--- config.mk ---
export PLATFORM = sky130hd
export DESIGN_NAME = hall_commutator
export DESIGN_NICKNAME = d
export VERILOG_FILES = /design/src/rtl/hall_commute_pkg.sv /design/src/rtl/hall_filter.sv /design/src/rtl/ilim_blank.sv /design/src/rtl/phase_deadtime.sv /design/src/rtl/hall_commutator.sv
export SDC_FILE = /design/constraint.sdc
export NUM_CORES = 1
export LEC_CHECK = 0
export BUFFER_PORTS_ARGS = -buffer_cell sky130_fd_sc_hd__buf_2
export CORE_AREA = 3 3 64 66
export CTS_CLUSTER_DIAMETER = 80
export DETAILED_ROUTE_END_ITERATION = 10
export DIE_AREA = 0 0 67 69
export GPL_TIMING_DRIVEN = 0
export REMOVE_ABC_BUFFERS = 1
export SLEW_MARGIN = 10
export SYNTH_ARGS = -nofsm -noshare
export SYNTH_HDL_FRONTEND = slang
export SYNTH_SLANG_ARGS = --single-unit
--- constraint.sdc ---
create_clock -name clk -period 3 [get_ports clk]
set_clock_uncertainty 0.2 [all_clocks]
set_input_delay 0.3 -clock clk [delete_from_list [all_inputs] [get_ports clk]]
set_output_delay 0.3 -clock clk [all_outputs]
set_load 0.03 [all_outputs]
--- src/rtl/hall_commute_pkg.sv ---
package hall_commute_pkg;

    localparam int NPH = 3;

    typedef enum logic [2:0] {
        STEP_A, STEP_B, STEP_C, STEP_D, STEP_E, STEP_F, STEP_OFF
    } step_e;

    typedef struct packed {
        logic [NPH-1:0] hi;
        logic [NPH-1:0] lo;
    } drive_t;

    function automatic logic code_illegal(logic [2:0] code);
        return (code == 3'b000) || (code == 3'b111);
    endfunction

    // reverse rotation reads the complemented code
    function automatic step_e hall_to_step(logic [2:0] code, logic ccw);
        logic [2:0] c;
        c = ccw ? ~code : code;
        case (c)
            3'b001:  return STEP_A;
            3'b011:  return STEP_B;
            3'b010:  return STEP_C;
            3'b110:  return STEP_D;
            3'b100:  return STEP_E;
            3'b101:  return STEP_F;
            default: return STEP_OFF;
        endcase
    endfunction

    function automatic drive_t step_to_drive(step_e s);
        drive_t d;
        case (s)
            STEP_A:  d = '{hi: 3'b001, lo: 3'b010};
            STEP_B:  d = '{hi: 3'b001, lo: 3'b100};
            STEP_C:  d = '{hi: 3'b010, lo: 3'b100};
            STEP_D:  d = '{hi: 3'b010, lo: 3'b001};
            STEP_E:  d = '{hi: 3'b100, lo: 3'b001};
            STEP_F:  d = '{hi: 3'b100, lo: 3'b010};
            default: d = '{hi: 3'b000, lo: 3'b000};
        endcase
        return d;
    endfunction

endpackage

--- src/rtl/hall_filter.sv ---
module hall_filter #(
    parameter int SYNC_STAGES = 2,
    parameter int FILT_DEPTH  = 3
) (
    input  logic       clk,
    input  logic       rst,
    input  logic [2:0] hall_raw,
    output logic [2:0] code_q,
    output logic       valid_q
);
    localparam int FILL = SYNC_STAGES + FILT_DEPTH;

    logic [2:0]      sync_r [SYNC_STAGES];
    logic [2:0]      hist_r [FILT_DEPTH];
    logic [FILL-1:0] fill_r;
    logic            all_eq;

    always_comb begin
        all_eq = 1'b1;
        for (int i = 1; i < FILT_DEPTH; i++)
            if (hist_r[i] != hist_r[0]) all_eq = 1'b0;
    end

    always_ff @(posedge clk) begin
        if (rst) begin
            for (int i = 0; i < SYNC_STAGES; i++) sync_r[i] <= '0;
            for (int i = 0; i < FILT_DEPTH; i++)  hist_r[i] <= '0;
            fill_r  <= '0;
            code_q  <= '0;
            valid_q <= 1'b0;
        end else begin
            sync_r[0] <= hall_raw;
            for (int i = 1; i < SYNC_STAGES; i++) sync_r[i] <= sync_r[i-1];
            hist_r[0] <= sync_r[SYNC_STAGES-1];
            for (int i = 1; i < FILT_DEPTH; i++) hist_r[i] <= hist_r[i-1];
            fill_r <= {fill_r[FILL-2:0], 1'b1};
            if (fill_r[FILL-1] && all_eq) begin
                code_q  <= hist_r[0];
                valid_q <= 1'b1;
            end
        end
    end
endmodule

--- src/rtl/ilim_blank.sv ---
module ilim_blank #(
    parameter int BLANK_CLKS = 8
) (
    input  logic clk,
    input  logic rst,
    input  logic pwm,
    input  logic trip,
    output logic hs_allow,
    output logic trip_held
);
    localparam int CW = $clog2(BLANK_CLKS + 1);

    logic          pwm_q;
    logic          pwm_rise;
    logic [CW-1:0] blank_cnt;

    assign pwm_rise = pwm && !pwm_q;
    assign hs_allow = pwm && !trip_held;

    always_ff @(posedge clk) begin
        if (rst) begin
            pwm_q     <= 1'b0;
            blank_cnt <= '0;
            trip_held <= 1'b0;
        end else begin
            pwm_q <= pwm;
            if (pwm_rise) begin
                blank_cnt <= CW'(BLANK_CLKS);
                trip_held <= 1'b0;
            end else begin
                if (blank_cnt != '0) blank_cnt <= blank_cnt - 1'b1;
                else if (trip)       trip_held <= 1'b1;
            end
        end
    end

    // a new PWM period always starts with the trip released
    p_blank_release_r6: assert property (@(posedge clk) disable iff (rst)
        $rose(pwm) |=> !trip_held);

    // a held trip was caused by the comparator flag
    p_trip_source_r5: assert property (@(posedge clk) disable iff (rst)
        $rose(trip_held) |-> $past(trip));
endmodule

--- src/rtl/phase_deadtime.sv ---
module phase_deadtime #(
    parameter int DEAD_CLKS = 2
) (
    input  logic clk,
    input  logic rst,
    input  logic req_hi,
    input  logic req_lo,
    output logic en_hi,
    output logic en_lo
);
    localparam int CW = $clog2(DEAD_CLKS + 1);
    localparam logic [CW-1:0] IDLE_MAX = CW'(DEAD_CLKS);

    logic [CW-1:0] idle_cnt;
    logic          idle_done;

    assign idle_done = (idle_cnt == IDLE_MAX);

    always_ff @(posedge clk) begin
        if (rst) begin
            idle_cnt <= '0;
            en_hi    <= 1'b0;
            en_lo    <= 1'b0;
        end else begin
            if (en_hi || en_lo)  idle_cnt <= '0;
            else if (!idle_done) idle_cnt <= idle_cnt + 1'b1;
            en_hi <= req_hi && !req_lo && (en_hi || (idle_done && !en_lo));
            en_lo <= req_lo && !req_hi && (en_lo || (idle_done && !en_hi));
        end
    end

    p_excl_r8: assert property (@(posedge clk) disable iff (rst)
        !(en_hi && en_lo));

    p_dead_lo_r8: assert property (@(posedge clk) disable iff (rst)
        $rose(en_lo) |-> (!$past(en_hi) && !$past(en_hi, 2)));

    p_dead_hi_r8: assert property (@(posedge clk) disable iff (rst)
        $rose(en_hi) |-> (!$past(en_lo) && !$past(en_lo, 2)));
endmodule

--- src/rtl/hall_commutator.sv ---
module hall_commutator
    import hall_commute_pkg::*;
#(
    parameter int SYNC_STAGES = 2,
    parameter int FILT_DEPTH  = 3,
    parameter int BLANK_CLKS  = 8,
    parameter int DEAD_CLKS   = 2
) (
    input  logic           clk,
    input  logic           rst,
    input  logic [2:0]     hall_in,
    input  logic           dir_ccw,
    input  logic           pwm_in,
    input  logic           ilim_trip,
    output logic [NPH-1:0] hs_en,
    output logic [NPH-1:0] ls_en,
    output logic           hall_fault
);
    logic [2:0] code;
    logic       code_valid;
    logic       hs_allow;
    logic       trip_held;
    drive_t     drive;
    logic [NPH-1:0] req_hi;

    hall_filter #(.SYNC_STAGES(SYNC_STAGES), .FILT_DEPTH(FILT_DEPTH)) u_filter (
        .clk(clk), .rst(rst), .hall_raw(hall_in),
        .code_q(code), .valid_q(code_valid)
    );

    ilim_blank #(.BLANK_CLKS(BLANK_CLKS)) u_ilim (
        .clk(clk), .rst(rst), .pwm(pwm_in), .trip(ilim_trip),
        .hs_allow(hs_allow), .trip_held(trip_held)
    );

    always_comb begin
        drive = '{hi: '0, lo: '0};
        if (code_valid) drive = step_to_drive(hall_to_step(code, dir_ccw));
    end

    assign hall_fault = code_valid && code_illegal(code);
    assign req_hi     = drive.hi & {NPH{hs_allow}};

    for (genvar p = 0; p < NPH; p++) begin : g_phase
        phase_deadtime #(.DEAD_CLKS(DEAD_CLKS)) u_dt (
            .clk(clk), .rst(rst),
            .req_hi(req_hi[p]), .req_lo(drive.lo[p]),
            .en_hi(hs_en[p]), .en_lo(ls_en[p])
        );
    end

    p_fault_off_r3: assert property (@(posedge clk) disable iff (rst)
        hall_fault |=> (hs_en == '0 && ls_en == '0));

    p_trip_hs_r5: assert property (@(posedge clk) disable iff (rst)
        trip_held |=> (hs_en == '0));

    p_pair_r1: assert property (@(posedge clk) disable iff (rst)
        $onehot0(hs_en) && $onehot0(ls_en) && ((hs_en & ls_en) == '0));
endmodule

# Word-level counts from Yosys, hierarchy flattened
# Memories as Yosys holds them, arrays and structs flattened.
# Cells that the tools add are included.
# totals
register_bits	27
inputBits	8
output_inout_bits	7
rom_bits	0
ramBits	15
word_cells	121
latchBits	0
memories	2
# op_classes
eq_ne	17
n_reduce_logical	55
n_mux	18
n_bitwise	8
addsub	4
shifts	0
n_lt_le_gt_ge	0
div	0
n_mul	0
# mem_list
memory	words	word_bits	read_ports	rd_ports_with_merged_regs	wr	line_no	rtl
u_filter.hist_r	3	3	3	0	3	hall_filter.sv:14	logic [2:0] hist_r [FILT_DEPTH];
u_filter.sync_r	2	3	2	0	2	hall_filter.sv:13	logic [2:0] sync_r [SYNC_STAGES];
# op_table
operator	n
6-bit one-hot mux with 6 select lines	1
1-bit logical AND	22
3-bit two-way mux	7
3-bit == test, second input constant	6
3-bit one-hot mux with 6 select lines	1
1-bit logical NOT	14
3-bit by 2-bit == test with 1-bit output, second input constant	4
1-bit logical OR	10
4-bit two-way mux	2
2-bit OR reduction	4
2-bit by 1-bit adder with 2-bit output, second input constant	3
2-bit == test, second input constant	3
3-bit by 1-bit == test with 1-bit output, second input constant	2
3-bit logical NOT	2
1-bit two-way mux	6
6-bit two-way mux	1
3-bit != test	2
1-bit OR	5
4-bit nonzero test	1
4-bit by 1-bit subtractor with 4-bit output, second input constant	1
3-bit AND	1
3-bit NOT	1
2-bit AND reduction	1
2-bit nonzero test	1
1-bit NOT	1

# Longest topological paths before layout
# depth
word_depth	12
ltp_mapped	6
ltp_nobuf	6

# Cells and area by module
# Synthesis repeated with hierarchy kept, for this count alone.
# hier_totals
hier_cells	168
area_unflattened_um2	1701.6
# by_module_without_submodules
mod	n_inst	cells_per_inst	seq_area_each_um2	area_per_inst_um2
hall_filter	1	62	480.5	724.4
phase_deadtime	3	18	80.1	172.7
ilim_blank	1	29	120.1	290.3
hall_commutator	1	23	0.0	168.9

# Least setup slack after synthesis
# OpenSTA, ideal clock, no wires.
# synth_timing
path_kind	register to output
startpoint	reg u_filter.code_q[2] (read register of u_filter.hist_r)
endpoint	out hall_fault
setup_slack_ns	1.106
required_ns	2.500
stages_incl_launch_ff	3
arrival_ns	1.394
path_buffers	0
cell_sequence	dfxtp_1 or3_1 a21boi_0
# synth_between
elab_chain_len	3
word_cells_on_any_way	4
classes_between	eq/ne: 1; reduce/logical: 3
# synth_lines
element	line_no	rtl
start: declaration	hall_filter.sv:8	output logic [2:0] code_q,
3-bit == test or 3-bit logical NOT (tied branches)	hall_commute_pkg.sv:15	return (code == 3'b000) || (code == 3'b111);
1-bit logical OR *	hall_commute_pkg.sv:15	
1-bit logical AND *	hall_commutator.sv:41	assign hall_fault = code_valid && code_illegal(code);
end: declaration	hall_commutator.sv:17	output logic hall_fault
# Mark *: on every way between the ends. The rest lies on a longest branch, timed or not.

# Worst setup path in the final report
# layout_timing
startpoint	reg u_filter.code_q[0] (read register of u_filter.hist_r)
endpoint	out hall_fault
# Same word-level chain as after synthesis.

==> metrics.md <==
| Metric | Value |
|---|---|
| Status | `finished, final reports clean` |
| TNS Setup | `0 ns` |
| # diodes | `0` |
| Total power | `1402 µW` |
| Placed cell count | `213` |
| Vias in the first global route | `1073` |
| Asr flop ratio synth | `0%` |
| Required time worst endpoint | `2.50 ns` |
| I/O Pins | `15` |
| Final Wtd Congestion | `0.7178` |
| Final ANT Viol Nets | `0` |
| Tmin final | `2.011 ns` |
| Synth area leader | `dfxtp_1` |
| Rows | `22` |
| Fin util | `48.21%` |
| Clock power frac | `30.8%` |
| Element type at the critical path end | `output pin` |
| Gr ovfl total | `0` |
| Vias per inst | `4.828` |
| First-pass GRT wire length | `4326 µm` |
| RSZ-0062 raised after global routing | `false` |
| Combinational fraction of design power | `21.8%` |
| Internal power | `1012 µW` |
| Max FO, Critical Path | `5` |
| Post-DP HPWL | `1786 µm` |
| Crit-path cells | `or3_1, a21boi_0, buf_2` |
| Place WS | `1.318 ns` |
| Die span in y | `69 µm` |
| Synthesized flop and latch total | `42` |
| Final Hold Viols | `0` |
| Final Setup Violations | `0` |
| Worst-skew pair later-pin latency | `0.29 ns` |
| Max incr delay on CP | `0.36 ns` |
| Clock net sink count | `42` |
| Die area | `4623 µm²` |
| DR pass1 iterations | `4` |
| Slew of the pin with the lowest slew margin | `0.5325 ns` |
| Sw power | `389.7 µW` |
| Cell area after synthesis | `1577 µm²` |
| Total Routed Length | `2452 µm` |
| Seq pwr share | `47.4%` |
| Most used DFF post-synth | `dfxtp_1` |
| WS Path Type | `reg2out` |
| CTS Buf Count | `5` |
| Reg clk slew, reported paths | `0.08 ns` |
| Final period utilization | `67.02%` |
| DRC | `0` |
| Area growth syn-to-layout | `11.11%` |
| Critical Path Slowest Stage Cell | `dfxtp_1` |
| Share of cells above drive strength 1 | `13.29%` |
| Post_cts resized | `0` |
| Crit-path leading delay family | `flip-flops` |
| Worst EP arrival | `1.51 ns` |
| Initial Utilization | `43.39%` |
| Peak VDD IR | `0.0003351 V` |
| Wire length per cell | `11.10 µm` |
| I/O Buffers | `14` |
| Setup ws final | `0.9894 ns` |
| Core Region | `3633 µm²` |
| Non-Filler Instances | `221` |
| H-tree levels | `2` |
| Register area share after synthesis | `53.33%` |
| Setup repair bufs after CTS | `0` |
| GRT Total Usage | `12.32%` |
| Commonest non-fill, non-tap cell in the layout | `dfxtp_1` |
| CTS tree | `yes` |
| Headroom to the max-slew limit | `64.50%` |
| Max clock buf depth | `2` |
| Final nets | `185` |
| Post-synth EDFFs | `0` |
| CP startpoint kind | `flop` |
| Via Count | `1067` |
| Leakage power total | `0.0007311 µW` |
| Main area contributors after synthesis | `dfxtp_1, nor2b_1, a21oi_1` |
| Largest net degree at the start of global routing | `32` |
| Post-synthesis cell type count | `29` |
| HP Class | `in2reg` |
| Most frequent cells in the layout | `dfxtp_1, nor2b_1, buf_2` |
| YS warnings | `0` |
| DR iter-0 viols | `49` |
| CTS root buf | `clkbuf_8` |
| Mapped Cells | `160` |
| Area share of the leading cell type in the synthesized netlist | `53.33%` |
| Cts hold-fix bufs | `0` |
| Buf+Inv Stages, Crit Path | `1` |
| Max Transition Viols Final | `0` |
| Peak Freq | `0.4974 GHz` |
| PwrDens | `800.4 nW/µm²` |
| Maxcap violations | `0` |
| Initial antenna violation count | `0` |
| Switching Share | `27.79%` |
| Per-instance average area after synthesis | `9.853 µm²` |
| Die Width | `67 µm` |
==> synth_stat cells (5+ instances only) <==
library cell  count
a21oi_1          13
buf_4             6
dfxtp_1          42
ha_1              5
inv_1            11
nand2_1           5
nor2_1            6
nor2b_1          24
nor3_1            7
nor4_1            9
xor2_1            5
==> power by group through the flow <==
stage	sequential (µW)	combinational [µW]	clock, µW
4_1_cts	664	311	447
3_5_place_dp	677	307	0
3_3_place_gp	671	277	0
6_report	664	306	432
2_1_floorplan	667	244	0
5_1_grt	674	352	465
==> worst paths after layout <==
kind	from	endpoint	slack [ns]	cells past startpoint
max	u_filter.code_q[0]$_SDFFE_PP0P_	hall_fault	0.99	3
min	hall_in[2]	u_filter.sync_r[0][2]$_SDFF_PP0_	0.01	2
max reg2reg	u_ilim.blank_cnt[0]$_SDFFE_PP0P_	u_ilim.blank_cnt[1]$_SDFFE_PP0P_	1.48	6
min reg2reg	u_filter.sync_r[0][3]$_SDFF_PP0_	u_filter.hist_r[0][0]$_SDFF_PP0_	0.24	1
==> stage by stage <==
stage | cell area, µm² | hold slack, ns
2_1_floorplan | 1511 | 0.1691
3_3_place_gp | 1642 | 0.2165
3_5_place_dp | 1642 | 0.2204
4_1_cts | 1752 | 0.006112
5_1_grt | 1752 | 0.0008916
6_report | 1752 | 0.01370
==> flip-flops by register name, summed over array words and instances, names as in the netlist, 3 cells and up <==
name                   flops
u_filter.hist_r            9
g_phase.u_dt.idle_cnt      6
u_filter.sync_r            6
u_filter.fill_r            5
u_ilim.blank_cnt           4
g_phase.u_dt.en_hi         3
g_phase.u_dt.en_lo         3
u_filter.code_q            3
==> metal layers <==
metal / global-route usage, % / vias to the layer above / share of wire [%]
met5: 0 / - / 0
met4: 7.432 / 0 / 2.7
met3: 3.909 / 8 / 3.5
met2: 20.41 / 15 / 49
met1: 13.24 / 494 / 44
li1: - / 550 / -
==> logic make-up (layout without fill, tap and decap cells) <==
group,after synthesis,in the layout,share of synthesized area (%)
AOI/OAI and AO/OA,18,18,6.270
xor gates and xnor gates,8,8,4.445
adders and majority gates,5,5,3.968
buffers and inverters,21,34,6.983
DFF,42,42,53.33
muxes,3,3,2.143
and+or+nand+nor,63,63,22.86
==> final cells by class <==
type,instances,area [µm²]
Clock buffer,6,72.57
Clock inverter,2,37.54
Fill cell,355,1882
Inverter,12,45.04
Multi-Input combinational cell,97,625.6
Sequential cell,42,840.8
Tap cell,48,60.06
Timing Repair Buffer,14,70.07
No activity file was read; power rests on OpenSTA's default activity.
